### src/rtl/rtc_pkg.sv
package rtc_pkg;
  localparam int unsigned BYTE_W   = 8;
  localparam int unsigned SEC_W    = 6;
  localparam int unsigned HR_W     = 5;
  localparam int unsigned IDX_W    = 4;
  localparam int unsigned SEC_LAST = 59;
  localparam int unsigned HR_LAST  = 23;

  localparam logic [BYTE_W-1:0] CMD_LOAD_HR = 8'h01;
  localparam logic [BYTE_W-1:0] CMD_READ_HR = 8'h02;

  typedef enum logic [2:0] {
    ST_IDLE,
    ST_CHECK_ADDRESS,
    ST_GET_CMD,
    ST_SET_HR,
    ST_GET_HR
  } rtc_state_e;
endpackage

### src/rtl/rtc_mod_counter.sv
module rtc_mod_counter #(
  parameter int unsigned WIDTH = 6,
  parameter int unsigned LAST  = 59
) (
  input  logic             clk_i,
  input  logic             rst_ni,
  input  logic             inc_i,
  input  logic             ld_i,
  input  logic [WIDTH-1:0] ld_val_i,
  output logic [WIDTH-1:0] val_o
);
  localparam logic [WIDTH-1:0] LastVal = WIDTH'(LAST);

  logic [WIDTH-1:0] val_q;

  always_ff @(posedge clk_i or negedge rst_ni) begin
    if (!rst_ni)       val_q <= '0;
    else if (ld_i)     val_q <= ld_val_i;
    else if (inc_i)    val_q <= (val_q == LastVal) ? '0 : val_q + 1'b1;
  end

  assign val_o = val_q;
endmodule

### src/rtl/rtc_edge_sync.sv
module rtc_edge_sync #(
  parameter int unsigned SYNC_STAGES = 2
) (
  input  logic clk_i,
  input  logic rst_ni,
  input  logic scl_i,
  input  logic sda_i,
  output logic scl_lvl_o,
  output logic sda_lvl_o,
  output logic scl_rise_o,
  output logic scl_fall_o,
  output logic start_o
);
  localparam int unsigned NLines = 2;

  logic [NLines-1:0] line_in, line_lvl, line_dly;

  assign line_in = {sda_i, scl_i};

  for (genvar g = 0; g < NLines; g++) begin : g_sync
    logic [SYNC_STAGES-1:0] chain_q;
    always_ff @(posedge clk_i or negedge rst_ni) begin
      if (!rst_ni) chain_q <= '1;
      else         chain_q <= {chain_q[SYNC_STAGES-2:0], line_in[g]};
    end
    assign line_lvl[g] = chain_q[SYNC_STAGES-1];
  end

  always_ff @(posedge clk_i or negedge rst_ni) begin
    if (!rst_ni) line_dly <= '1;
    else         line_dly <= line_lvl;
  end

  assign scl_lvl_o  = line_lvl[0];
  assign sda_lvl_o  = line_lvl[1];
  assign scl_rise_o = line_lvl[0] & ~line_dly[0];
  assign scl_fall_o = ~line_lvl[0] & line_dly[0];
  // data falls while clock held high on both samples
  assign start_o    = line_lvl[0] & line_dly[0] & line_dly[1] & ~line_lvl[1];
endmodule

### src/rtl/rtc_serial_fsm.sv
module rtc_serial_fsm
  import rtc_pkg::*;
#(
  parameter logic [6:0] DEV_ADDR = 7'h68
) (
  input  logic              clk_i,
  input  logic              rst_ni,
  input  logic              sda_lvl_i,
  input  logic              scl_rise_i,
  input  logic              scl_fall_i,
  input  logic              start_i,
  input  logic [HR_W-1:0]   cur_hour_i,
  output logic              sda_o,
  output logic              hr_we_o,
  output logic [BYTE_W-1:0] rx_byte_o,
  output rtc_state_e        state_o,
  output logic [IDX_W-1:0]  bit_idx_o
);
  rtc_state_e        state_q, next_st;
  logic [IDX_W-1:0]  bit_idx_q;
  logic [BYTE_W-1:0] shreg_q, tx_q, rx_byte;
  logic              sda_q, byte_done, load_tx;
  logic [2:0]        tx_sel;

  assign rx_byte   = {shreg_q[BYTE_W-2:0], sda_lvl_i};
  assign byte_done = scl_rise_i && (bit_idx_q == '0);
  assign tx_sel    = bit_idx_q[2:0] - 3'd1;

  always_comb begin
    next_st = ST_IDLE;
    case (state_q)
      ST_CHECK_ADDRESS:
        if (rx_byte[7:1] == DEV_ADDR) next_st = rx_byte[0] ? ST_GET_HR : ST_GET_CMD;
      ST_GET_CMD:
        if (rx_byte == CMD_LOAD_HR)      next_st = ST_SET_HR;
        else if (rx_byte == CMD_READ_HR) next_st = ST_GET_HR;
      default: next_st = ST_IDLE;
    endcase
  end

  assign load_tx = (next_st == ST_GET_HR);

  always_ff @(posedge clk_i or negedge rst_ni) begin
    if (!rst_ni) begin
      state_q   <= ST_IDLE;
      bit_idx_q <= IDX_W'(7);
      shreg_q   <= '0;
      tx_q      <= '0;
      sda_q     <= 1'b1;
    end else if (start_i) begin
      state_q   <= ST_CHECK_ADDRESS;
      bit_idx_q <= IDX_W'(7);
      sda_q     <= 1'b1;
    end else begin
      case (state_q)
        ST_CHECK_ADDRESS, ST_GET_CMD, ST_SET_HR: begin
          if (scl_rise_i) begin
            shreg_q <= rx_byte;
            if (bit_idx_q == '0) begin
              state_q <= next_st;
              if (load_tx) begin
                bit_idx_q <= IDX_W'(8);
                tx_q      <= BYTE_W'(cur_hour_i);
              end else begin
                bit_idx_q <= IDX_W'(7);
              end
            end else begin
              bit_idx_q <= bit_idx_q - 1'b1;
            end
          end
        end
        ST_GET_HR: begin
          if (scl_fall_i) begin
            if (bit_idx_q == '0) begin
              sda_q     <= 1'b1;
              state_q   <= ST_IDLE;
              bit_idx_q <= IDX_W'(7);
            end else begin
              sda_q     <= tx_q[tx_sel];
              bit_idx_q <= bit_idx_q - 1'b1;
            end
          end
        end
        default: ;
      endcase
    end
  end

  assign sda_o     = sda_q;
  assign hr_we_o   = (state_q == ST_SET_HR) && byte_done;
  assign rx_byte_o = rx_byte;
  assign state_o   = state_q;
  assign bit_idx_o = bit_idx_q;
endmodule

### src/rtl/rtc_timebase.sv
module rtc_timebase
  import rtc_pkg::*;
#(
  parameter int unsigned TICK_DIV = 50_000_000
) (
  input  logic              clk_i,
  input  logic              rst_ni,
  input  logic              hr_we_i,
  input  logic [BYTE_W-1:0] hr_wdata_i,
  output logic [SEC_W-1:0]  sec_o,
  output logic [SEC_W-1:0]  min_o,
  output logic [HR_W-1:0]   hour_o
);
  localparam int unsigned PreW    = (TICK_DIV > 1) ? $clog2(TICK_DIV) : 1;
  localparam logic [PreW-1:0] PreLast = PreW'(TICK_DIV - 1);
  localparam logic [SEC_W-1:0] SecLast = SEC_W'(SEC_LAST);

  logic [PreW-1:0] pre_q;
  logic tick, sec_carry, min_carry, hr_ld;

  always_ff @(posedge clk_i or negedge rst_ni) begin
    if (!rst_ni)   pre_q <= '0;
    else if (tick) pre_q <= '0;
    else           pre_q <= pre_q + 1'b1;
  end

  assign tick      = (pre_q == PreLast);
  assign sec_carry = tick && (sec_o == SecLast);
  assign min_carry = sec_carry && (min_o == SecLast);
  // load wins over increment inside the counter
  assign hr_ld     = hr_we_i && (hr_wdata_i < BYTE_W'(HR_LAST + 1));

  rtc_mod_counter #(.WIDTH(SEC_W), .LAST(SEC_LAST)) u_sec (
    .clk_i, .rst_ni, .inc_i(tick), .ld_i(1'b0), .ld_val_i('0), .val_o(sec_o)
  );

  rtc_mod_counter #(.WIDTH(SEC_W), .LAST(SEC_LAST)) u_min (
    .clk_i, .rst_ni, .inc_i(sec_carry), .ld_i(1'b0), .ld_val_i('0), .val_o(min_o)
  );

  rtc_mod_counter #(.WIDTH(HR_W), .LAST(HR_LAST)) u_hour (
    .clk_i, .rst_ni, .inc_i(min_carry), .ld_i(hr_ld),
    .ld_val_i(hr_wdata_i[HR_W-1:0]), .val_o(hour_o)
  );
endmodule

### src/rtl/rtc_serial_slave.sv
module rtc_serial_slave
  import rtc_pkg::*;
#(
  parameter logic [6:0]  DEV_ADDR    = 7'h68,
  parameter int unsigned TICK_DIV    = 50_000_000,
  parameter int unsigned SYNC_STAGES = 2
) (
  input  logic             clk_i,
  input  logic             rst_ni,
  input  logic             scl_i,
  input  logic             sda_i,
  output logic             sda_o,
  output logic [SEC_W-1:0] sec_o,
  output logic [SEC_W-1:0] min_o,
  output logic [HR_W-1:0]  hour_o
);
  logic              scl_lvl, sda_lvl, scl_rise, scl_fall, start_det, hr_we;
  logic [BYTE_W-1:0] rx_byte;
  logic [IDX_W-1:0]  bit_idx;
  rtc_state_e        state;

  rtc_edge_sync #(.SYNC_STAGES(SYNC_STAGES)) u_sync (
    .clk_i, .rst_ni, .scl_i, .sda_i,
    .scl_lvl_o(scl_lvl), .sda_lvl_o(sda_lvl),
    .scl_rise_o(scl_rise), .scl_fall_o(scl_fall), .start_o(start_det)
  );

  rtc_serial_fsm #(.DEV_ADDR(DEV_ADDR)) u_fsm (
    .clk_i, .rst_ni,
    .sda_lvl_i(sda_lvl), .scl_rise_i(scl_rise), .scl_fall_i(scl_fall),
    .start_i(start_det), .cur_hour_i(hour_o),
    .sda_o, .hr_we_o(hr_we), .rx_byte_o(rx_byte),
    .state_o(state), .bit_idx_o(bit_idx)
  );

  rtc_timebase #(.TICK_DIV(TICK_DIV)) u_time (
    .clk_i, .rst_ni, .hr_we_i(hr_we), .hr_wdata_i(rx_byte),
    .sec_o, .min_o, .hour_o
  );
endmodule

### config.mk
export PLATFORM = sky130hd
export DESIGN_NAME = rtc_serial_slave
export DESIGN_NICKNAME = d
export VERILOG_FILES = /design/src/rtl/rtc_pkg.sv /design/src/rtl/rtc_mod_counter.sv /design/src/rtl/rtc_edge_sync.sv /design/src/rtl/rtc_serial_fsm.sv /design/src/rtl/rtc_timebase.sv /design/src/rtl/rtc_serial_slave.sv
export SDC_FILE = /design/constraint.sdc
export NUM_CORES = 1
export LEC_CHECK = 0
export ABC_AREA = 1
export CAP_MARGIN = 20
export CORE_MARGIN = 2
export CORE_UTILIZATION = 50
export DETAILED_ROUTE_END_ITERATION = 12
export DONT_BUFFER_PORTS = 1
export HOLD_SLACK_MARGIN = 0.1
export PLACE_DENSITY_LB_ADDON = 0.15
export SYNTH_ARGS = -nofsm -noshare
export SYNTH_HDL_FRONTEND = slang
export SYNTH_SLANG_ARGS = --single-unit
### constraint.sdc
create_clock -name clk_i -period 1.8 [get_ports clk_i]
set_input_delay 0.09 -clock clk_i [delete_from_list [all_inputs] [get_ports clk_i]]
set_output_delay 0.09 -clock clk_i [all_outputs]
set_load 0.02 [all_outputs]
==> flow_summary.yaml, run 1 <==
route:
  drt-wirelength-per-cell_microns: 12.2
  detail-route-antenna-nets: 0
  via_per_inst: 5.07
  route.detailed.drc: 0
  routed_wirelength_microns: 7980
  vias: 3324
  first_pass_iters: 4
  drt_iter0_markers: 154
timing:
  slew_headroom_pct: 63.8
  min_period_ns: 1.65
  setup_viol: 0
  worst_pin_slew_ns: 0.538
  slew_violations: 0
  layout_setup_ws_ns: 0.155
  rsz0062_at_grt: "no"
  fin_tns_setup_ns: 0
  fin_crit_sh_pct: 91.4
  max_freq_mhz: 608
  hold_violations: 0
  finClkSkew_ns: 0.00623
power_and_ir_drop:
  power_frac_comb_pct: 16.2
  internal_power_w: 0.00293
  vdd_drop_max_mv: 0.463
  power.switching_w: 0.00112
  powerDensity_nw_per_um2: 891
  leakagePower_nw: 2.30
  swShare_pct: 27.6
  seqPwrFrac_pct: 43.9
  fin_total_pwr_w: 0.00405
  clkPwrFrac_pct: 39.9
layout:
  diodes: 0
  area_growth_pct: 14.8
  nNetsFinal: 558
  drive_above_1_share_pct: 16.2
  design_area_sq_um: 4550
cts:
  path_clk_slew_ns: 0.08
  cts.sinks: 69
  cts_max_level: 3
  cts_buffers: 9
  cts_tree: "yes"
  cts-root-buf: "clkbuf_8"
  clkLatencyLatePin_ns: 0.35
  cts_buffer_depth: 2
worst_setup_path:
  arrival_ns: 1.94
  crit_required_ns: 2.10
  cp_num_buf_inv: 0
  critPathKind: "flip-flop to flip-flop"
  cpPeakStageDelay_ns: 0.40
  worst-path-max-fanout: 12
  crit_end: "u_time.u_hour.val_o[3]$_DFFE_PN0P_"
  reg2reg_from: "u_time.pre_q[0]$_DFF_PN0_"
  crit_slowest_cell: "dfrtp_1"
  worst-r2r-setup-slack_ns: 0.15
  r2r_end: "u_time.u_hour.val_o[3]$_DFFE_PN0P_"
  cp-start-kind: "flip-flop"
  crit_cells: 9
  cp_cell_sequence: "ha_1 > nand3_2 > nor2_4 > nand2_4 > nor2_8 > nand3_4 > nand2_4 > nand2_1 > nand2_1"
  ff2ff_path_depth: 9
  crit_family: "simple AND/OR/NAND/NOR gates"
  critPathLaunch: "u_time.pre_q[0]$_DFF_PN0_"
  end_kind: "flip-flop"
grt:
  antenna_found_initial: 0
  grt_overflow_total: 0
  grt_max_degree: 70
  grt.total_usage_pct: 20.4
  grt_pass1_wl_microns: 14000
  grt_pass1_vias: 3161
floorplanning:
  start_util_pct: 51.5
  coreArea_sq_um: 7690
  die_h_microns: 93.0
  ios: 22
  dieWidth_microns: 93.0
  die_area_sq_um: 8650
  rows: 32
job:
  drv_cap: 0
placement:
  numPortBuffers: 0
  dp_slack_ns: 0.0976
  dpl.hpwl_microns: 5740
  gp_congestion: 0.865
  placed_area_sq_um: 4210
synth:
  synth_flop_cell: "dfrtp_1"
  yosysTopAreaCell: "dfrtp_1"
  ys_types: 33
  syn_area_sq_um: 3960
  synth.most_common_cell: "nand2_1"
  yosys_warnings: 0
  synth_seq_area_share_pct: 43.9
  syn-num-nets: 525
  yosysTopAreaCellShare_pct: 37.3
  postSynthCellCount: 516
  async_flop_share_pct: 100
  synth_edf_count: 0
  synth_seq_cells: 69
  synthTopCellsByCount: "nand2_1, inv_1, nor2_1, dfrtp_1, nand3_1"
  synth_area_per_cell_sq_um: 7.68
  synth_area_leaders: "dfrtp_1, nand2_1, inv_1"
status:
  status: "complete, no violations"
min_path:
  hp-class: "input port to asynchronous set/reset pin"
==> registers in the layout, summed over array words and instances (netlist names) <==
register and flops:
u_sync.line_dly 2, u_time.u_min.val_o 6, u_fsm.sda_o 1, u_sync.g_sync.chain_q 4, u_fsm.tx_q 5, u_time.u_sec.val_o 6
u_fsm.shreg_q 7, u_time.u_hour.val_o 5, u_time.pre_q 26, u_fsm.bit_idx_o 4, u_fsm.state_o 3
==> power groups by stage <==
stage / combinational, W / sequential (W) / clock (W)
finish: 0.000655 / 0.00178 / 0.00162
CTS: 0.000637 / 0.00178 / 0.00167
global route: 0.000779 / 0.00180 / 0.00172
global placement: 0.000581 / 0.00181 / 0
floorplan: 0.000480 / 0.00179 / 0
detailed placement: 0.000586 / 0.00181 / 0
==> cells in the final DEF (no fill, tap or decap), types with 5 or more instances in the layout <==
| cell | count |
|---|---|
| buf_4 | 24 |
| clkbuf_8 | 11 |
| dfrtp_1 | 59 |
| dfstp_2 | 10 |
| inv_1 | 76 |
| nand2_1 | 132 |
| nand2_2 | 7 |
| nand3_1 | 48 |
| nand3_2 | 7 |
| nand4_1 | 10 |
| nor2_1 | 64 |
| nor2_2 | 5 |
| nor3_1 | 11 |
| o21ai_0 | 22 |
| o21ai_2 | 5 |
| xnor2_1 | 6 |
| xor2_1 | 20 |
==> metal layers <==
layer	up-vias	wire length, microns	track usage [%]
met1	1554	3500	25.0
li1	1680	-	-
met4	0	196	8.09
met2	71	3970	34.5
met3	19	324	5.32
met5	-	0	0
==> how the worst min path moves through the flow <==
stage,start,end,slack (ns),cells past startpoint
detailed placement,rst_ni,u_fsm.state_o[1]$_DFFE_PN0P_,-0.20,0
CTS,scl_i,u_sync.g_sync[0].chain_q[0]$_DFF_PN1_,0.26,1
finish,rst_ni,u_fsm.state_o[2]$_DFFE_PN0P_,0.26,2
global placement,rst_ni,u_time.pre_q[16]$_DFF_PN0_,-0.20,0
floorplan,rst_ni,u_fsm.bit_idx_o[3]$_DFFE_PN0P_,-0.21,0
global route,sda_i,u_sync.g_sync[1].chain_q[0]$_DFF_PN1_,0.26,1
==> cell families after synthesis <==
kind of cell | synth area share (%)
XOR/XNOR | 5.75
adder cells (fa/ha/maj) | 1.58
buffers and inverters | 8.50
AO/OA/AOI/OAI | 5.02
AND/OR/NAND/NOR | 35.2
flip-flops | 43.9
==> per-stage QoR <==
stage	util, %	hold slack (ns)	instances
final	59.2	0.259	656
after global routing	59.2	0.261	656
after floorplan	-	-0.206	516
after detailed placement	54.8	-0.202	635
after CTS	58.9	0.262	655
after global placement	54.8	-0.202	635
==> layout make-up <==
| class | instances | area [sq um] |
|---|---|---|
| multi-input combinational | 364 | 1900 |
| timing repair buffer | 28 | 238 |
| clock inverter | 5 | 106 |
| clock buffer | 11 | 151 |
| inverter | 77 | 289 |
| tap | 102 | 128 |
| sequential | 69 | 1740 |
| fill | 712 | 3140 |
==> timing repair <==
| item | 4_1_cts | 5_1_grt |
|---|---|---|
| hold endpoints to repair | 71 | 0 |
| buffers inserted | 0 | 1 |
| endpoints found under the setup margin | 0 | 10 |
| resized for setup | 0 | 4 |
| hold buffers | 4 | 0 |
(Power assumes the default switching activity.)
==> run 2: changes to the inputs <==
ABC_AREA = default   (was 1)
==> run 2 against run 1 <==
  * Sequential cell count unchanged
  * First-iteration DRC count decreased by 28%
  * The run now ends with negative setup slack left
  * Largest power group unchanged
  * Utilization increased by 14 points
  * Register-to-register slack got worse by 0.48 ns
  * Critical endpoint is now u_time.u_hour.val_o[2]$_DFFE_PN0P_
  * Final area increased by 6.8%
  * Sequential power increased by 2%
  * Count of clock-buffer cells in the layout decreased by 1
  * Routed wire length increased by 1.1%
  * Maximum frequency decreased by 23%
  * Critical path depth decreased by 4
  * Die area decreased by 14%
  * Worst setup slack got worse by 0.48 ns
==> flow_summary.yaml, run 2 <==
grt:
  grt_max_degree: 70
  grt.total_usage_pct: 23.0
  grt_pass1_wl_microns: 13400
  grt_pass1_vias: 2929
  grt_overflow_total: 0
  antenna_found_initial: 0
worst_setup_path:
  cp-start-kind: "flip-flop"
  critPathLaunch: "u_time.pre_q[24]$_DFF_PN0_"
  arrival_ns: 2.40
  worst-r2r-setup-slack_ns: -0.32
  crit_required_ns: 2.08
  end_kind: "flip-flop"
  worst-path-max-fanout: 3
  critPathKind: "flip-flop to flip-flop"
  reg2reg_from: "u_time.pre_q[24]$_DFF_PN0_"
placement:
  dp_slack_ns: -0.329
  dp.cells: 480
  dpl.hpwl_microns: 5270
  numPortBuffers: 0
  gp_congestion: 0.867
layout:
  fin_util_pct: 72.7
  drive_above_1_share_pct: 44.5
  largest_reg_flops: 26
  top_regs: "u_time.pre_q (26), u_fsm.shreg_q (7)"
  layout_common_cells: "buf_4, dfrtp_1, nor2_1"
  final_common_cell: "buf_4"
  nFillCells: 481
  multiInputGateArea_sq_um: 1870
  diodes: 0
  stdcell_count: 511
  nNetsFinal: 435
  regArea_sq_um: 1740
  area_growth_pct: 42.9
  largest-register: "u_time.pre_q"
job:
  drv_cap: 0
floorplanning:
  die_h_microns: 86.4
  die_area_sq_um: 7470
  start_util_pct: 50.9
  dieWidth_microns: 86.4
  rows: 30
  ios: 22
  coreArea_sq_um: 6680
cts:
  cts_buffers: 9
  cts_max_level: 3
  cts_tree: "yes"
  cts-root-buf: "clkbuf_8"
  clkLatencyLatePin_ns: 0.35
  path_clk_slew_ns: 0.08
  cts_buffer_depth: 2
  cts.sinks: 69
synth:
  synth_flop_cell: "dfrtp_1"
  ys_types: 50
  postSynthCellCount: 323
  synth_seq_area_share_pct: 51.2
  yosys_warnings: 0
  synth_edf_count: 0
  synthTopCellsByCount: "dfrtp_1, nor2_1, nand2_1, nand3_1, o21ai_0"
  syn-num-nets: 332
  async_flop_share_pct: 100
  syn_area_sq_um: 3400
  yosysTopAreaCellShare_pct: 43.4
  synth_area_leaders: "dfrtp_1, dfstp_2, mux2_2"
  synth_seq_cells: 69
  synth.most_common_cell: "dfrtp_1"
  yosysTopAreaCell: "dfrtp_1"
  synth_area_per_cell_sq_um: 10.5
route:
  routed_wirelength_microns: 8070
  route.detailed.drc: 0
  vias: 2888
  detail-route-antenna-nets: 0
  via_per_inst: 5.65
  first_pass_iters: 4
  drt-wirelength-per-cell_microns: 15.8
  drt_iter0_markers: 111
timing:
  fin_crit_sh_pct: 118
  slew_headroom_pct: 71.2
  min_period_ns: 2.12
  max_freq_mhz: 471
  finClkSkew_ns: 0.00830
  fin_hold_ws_ns: 0.273
  hold_violations: 0
  worst_pin_slew_ns: 0.432
  rsz0062_at_grt: "yes"
  layout_setup_ws_ns: -0.324
  slew_violations: 0
  setup_viol: 26
power_and_ir_drop:
  powerDensity_nw_per_um2: 843
  vdd_drop_max_mv: 0.505
  fin_total_pwr_w: 0.00410
  leakagePower_nw: 2.21
status:
  status: "finished, violations left"
  violations: "negative setup slack"
min_path:
  hp-class: "input port to asynchronous set/reset pin"
==> run 2: cell count changes after synthesis, sizes merged, moves of 5 or more <==
cell | previous run | this run
nand3 | 56 | 21
xor2 | 20 | 12
and3 | 0 | 5
nor2 | 71 | 28
o21ai | 29 | 19
nor4 | 1 | 6
o31ai | 0 | 7
clkbuf | 1 | 9
nor3 | 13 | 5
a31oi | 0 | 5
inv | 77 | 7
nand2 | 143 | 26
mux2 | 0 | 14
==> run 2: worst max-delay path: stages, from the launching register on <==
cell and delay [ns]:
dfrtp_1 0.41, nor4b_4 0.31, nand4_2 0.17, or4_4 0.54
or4b_1 0.48, a31oi_1 0.14
==> run 2: metal layers <==
layer  up-vias  part of all wire [%]  wire length [microns]  GRT usage (%)
met5         -                     0                      0              0
met4         0                   1.7                    136           9.38
met3        11                   3.3                    263           3.90
met2        44                    50                   4040           38.8
met1      1435                    45                   3630           29.4
li1       1398                     -                      -              -
==> run 2: worst paths after layout <==
kind | to | cells past startpoint
hold reg to reg | u_sync.g_sync[0].chain_q[1]$_DFF_PN1_ | 0
min in group clk_i | u_sync.g_sync[1].chain_q[0]$_DFF_PN1_ | 1
max in group asynchronous | u_sync.g_sync[0].chain_q[0]$_DFF_PN1_ | 2
hold / removal | u_time.u_min.val_o[0]$_DFFE_PN0N_ | 2
setup reg to reg | u_time.u_hour.val_o[2]$_DFFE_PN0P_ | 5
setup / recovery | u_time.u_hour.val_o[2]$_DFFE_PN0P_ | 5
==> run 2: cells by family after synthesis <==
family | count (synthesis) | synth area share (%)
AOI/OAI and AO/OA | 52 | 9.57
xor gates and xnor gates | 22 | 5.67
and+or+nand+nor | 138 | 22.9
muxes | 19 | 6.48
buffers and inverters | 18 | 2.32
adders and majority gates | 5 | 1.84
DFF | 69 | 51.2
==> run 2: what timing repair did <==
item,in CTS,in global routing
endpoints found under the hold margin,71,0
pin swaps,9,16
setup buffers,11,6
hold buffers,4,0
setup endpoints to repair,24,45
cloned,1,0
resized for setup,30,35
==> run 2: power breakdown <==
group          total [W]  internal [W]  switching [W]
logic           0.000850      0.000466       0.000384
registers        0.00182       0.00171       0.000110
clock network    0.00142      0.000815       0.000609
total            0.00410       0.00299        0.00110
==> run 2: area by class of cell <==
type | instances | share of cell area [%]
multi-input cells | 236 | 38.4
repair buffers | 103 | 18.5
clock inverters | 6 | 1.78
clock buffers | 10 | 2.83
flip-flops and latches | 69 | 35.9
well taps | 80 | 2.06
inverters | 7 | 0.541
==> run 2: per-stage QoR <==
step	area [sq um]	setup TNS, ns
after floorplan	3520	-3.45
after global placement	4210	-2.82
after detailed placement	4210	-3.74
after CTS	4700	-3.43
after global routing	4860	-6.41
final	4860	-3.87
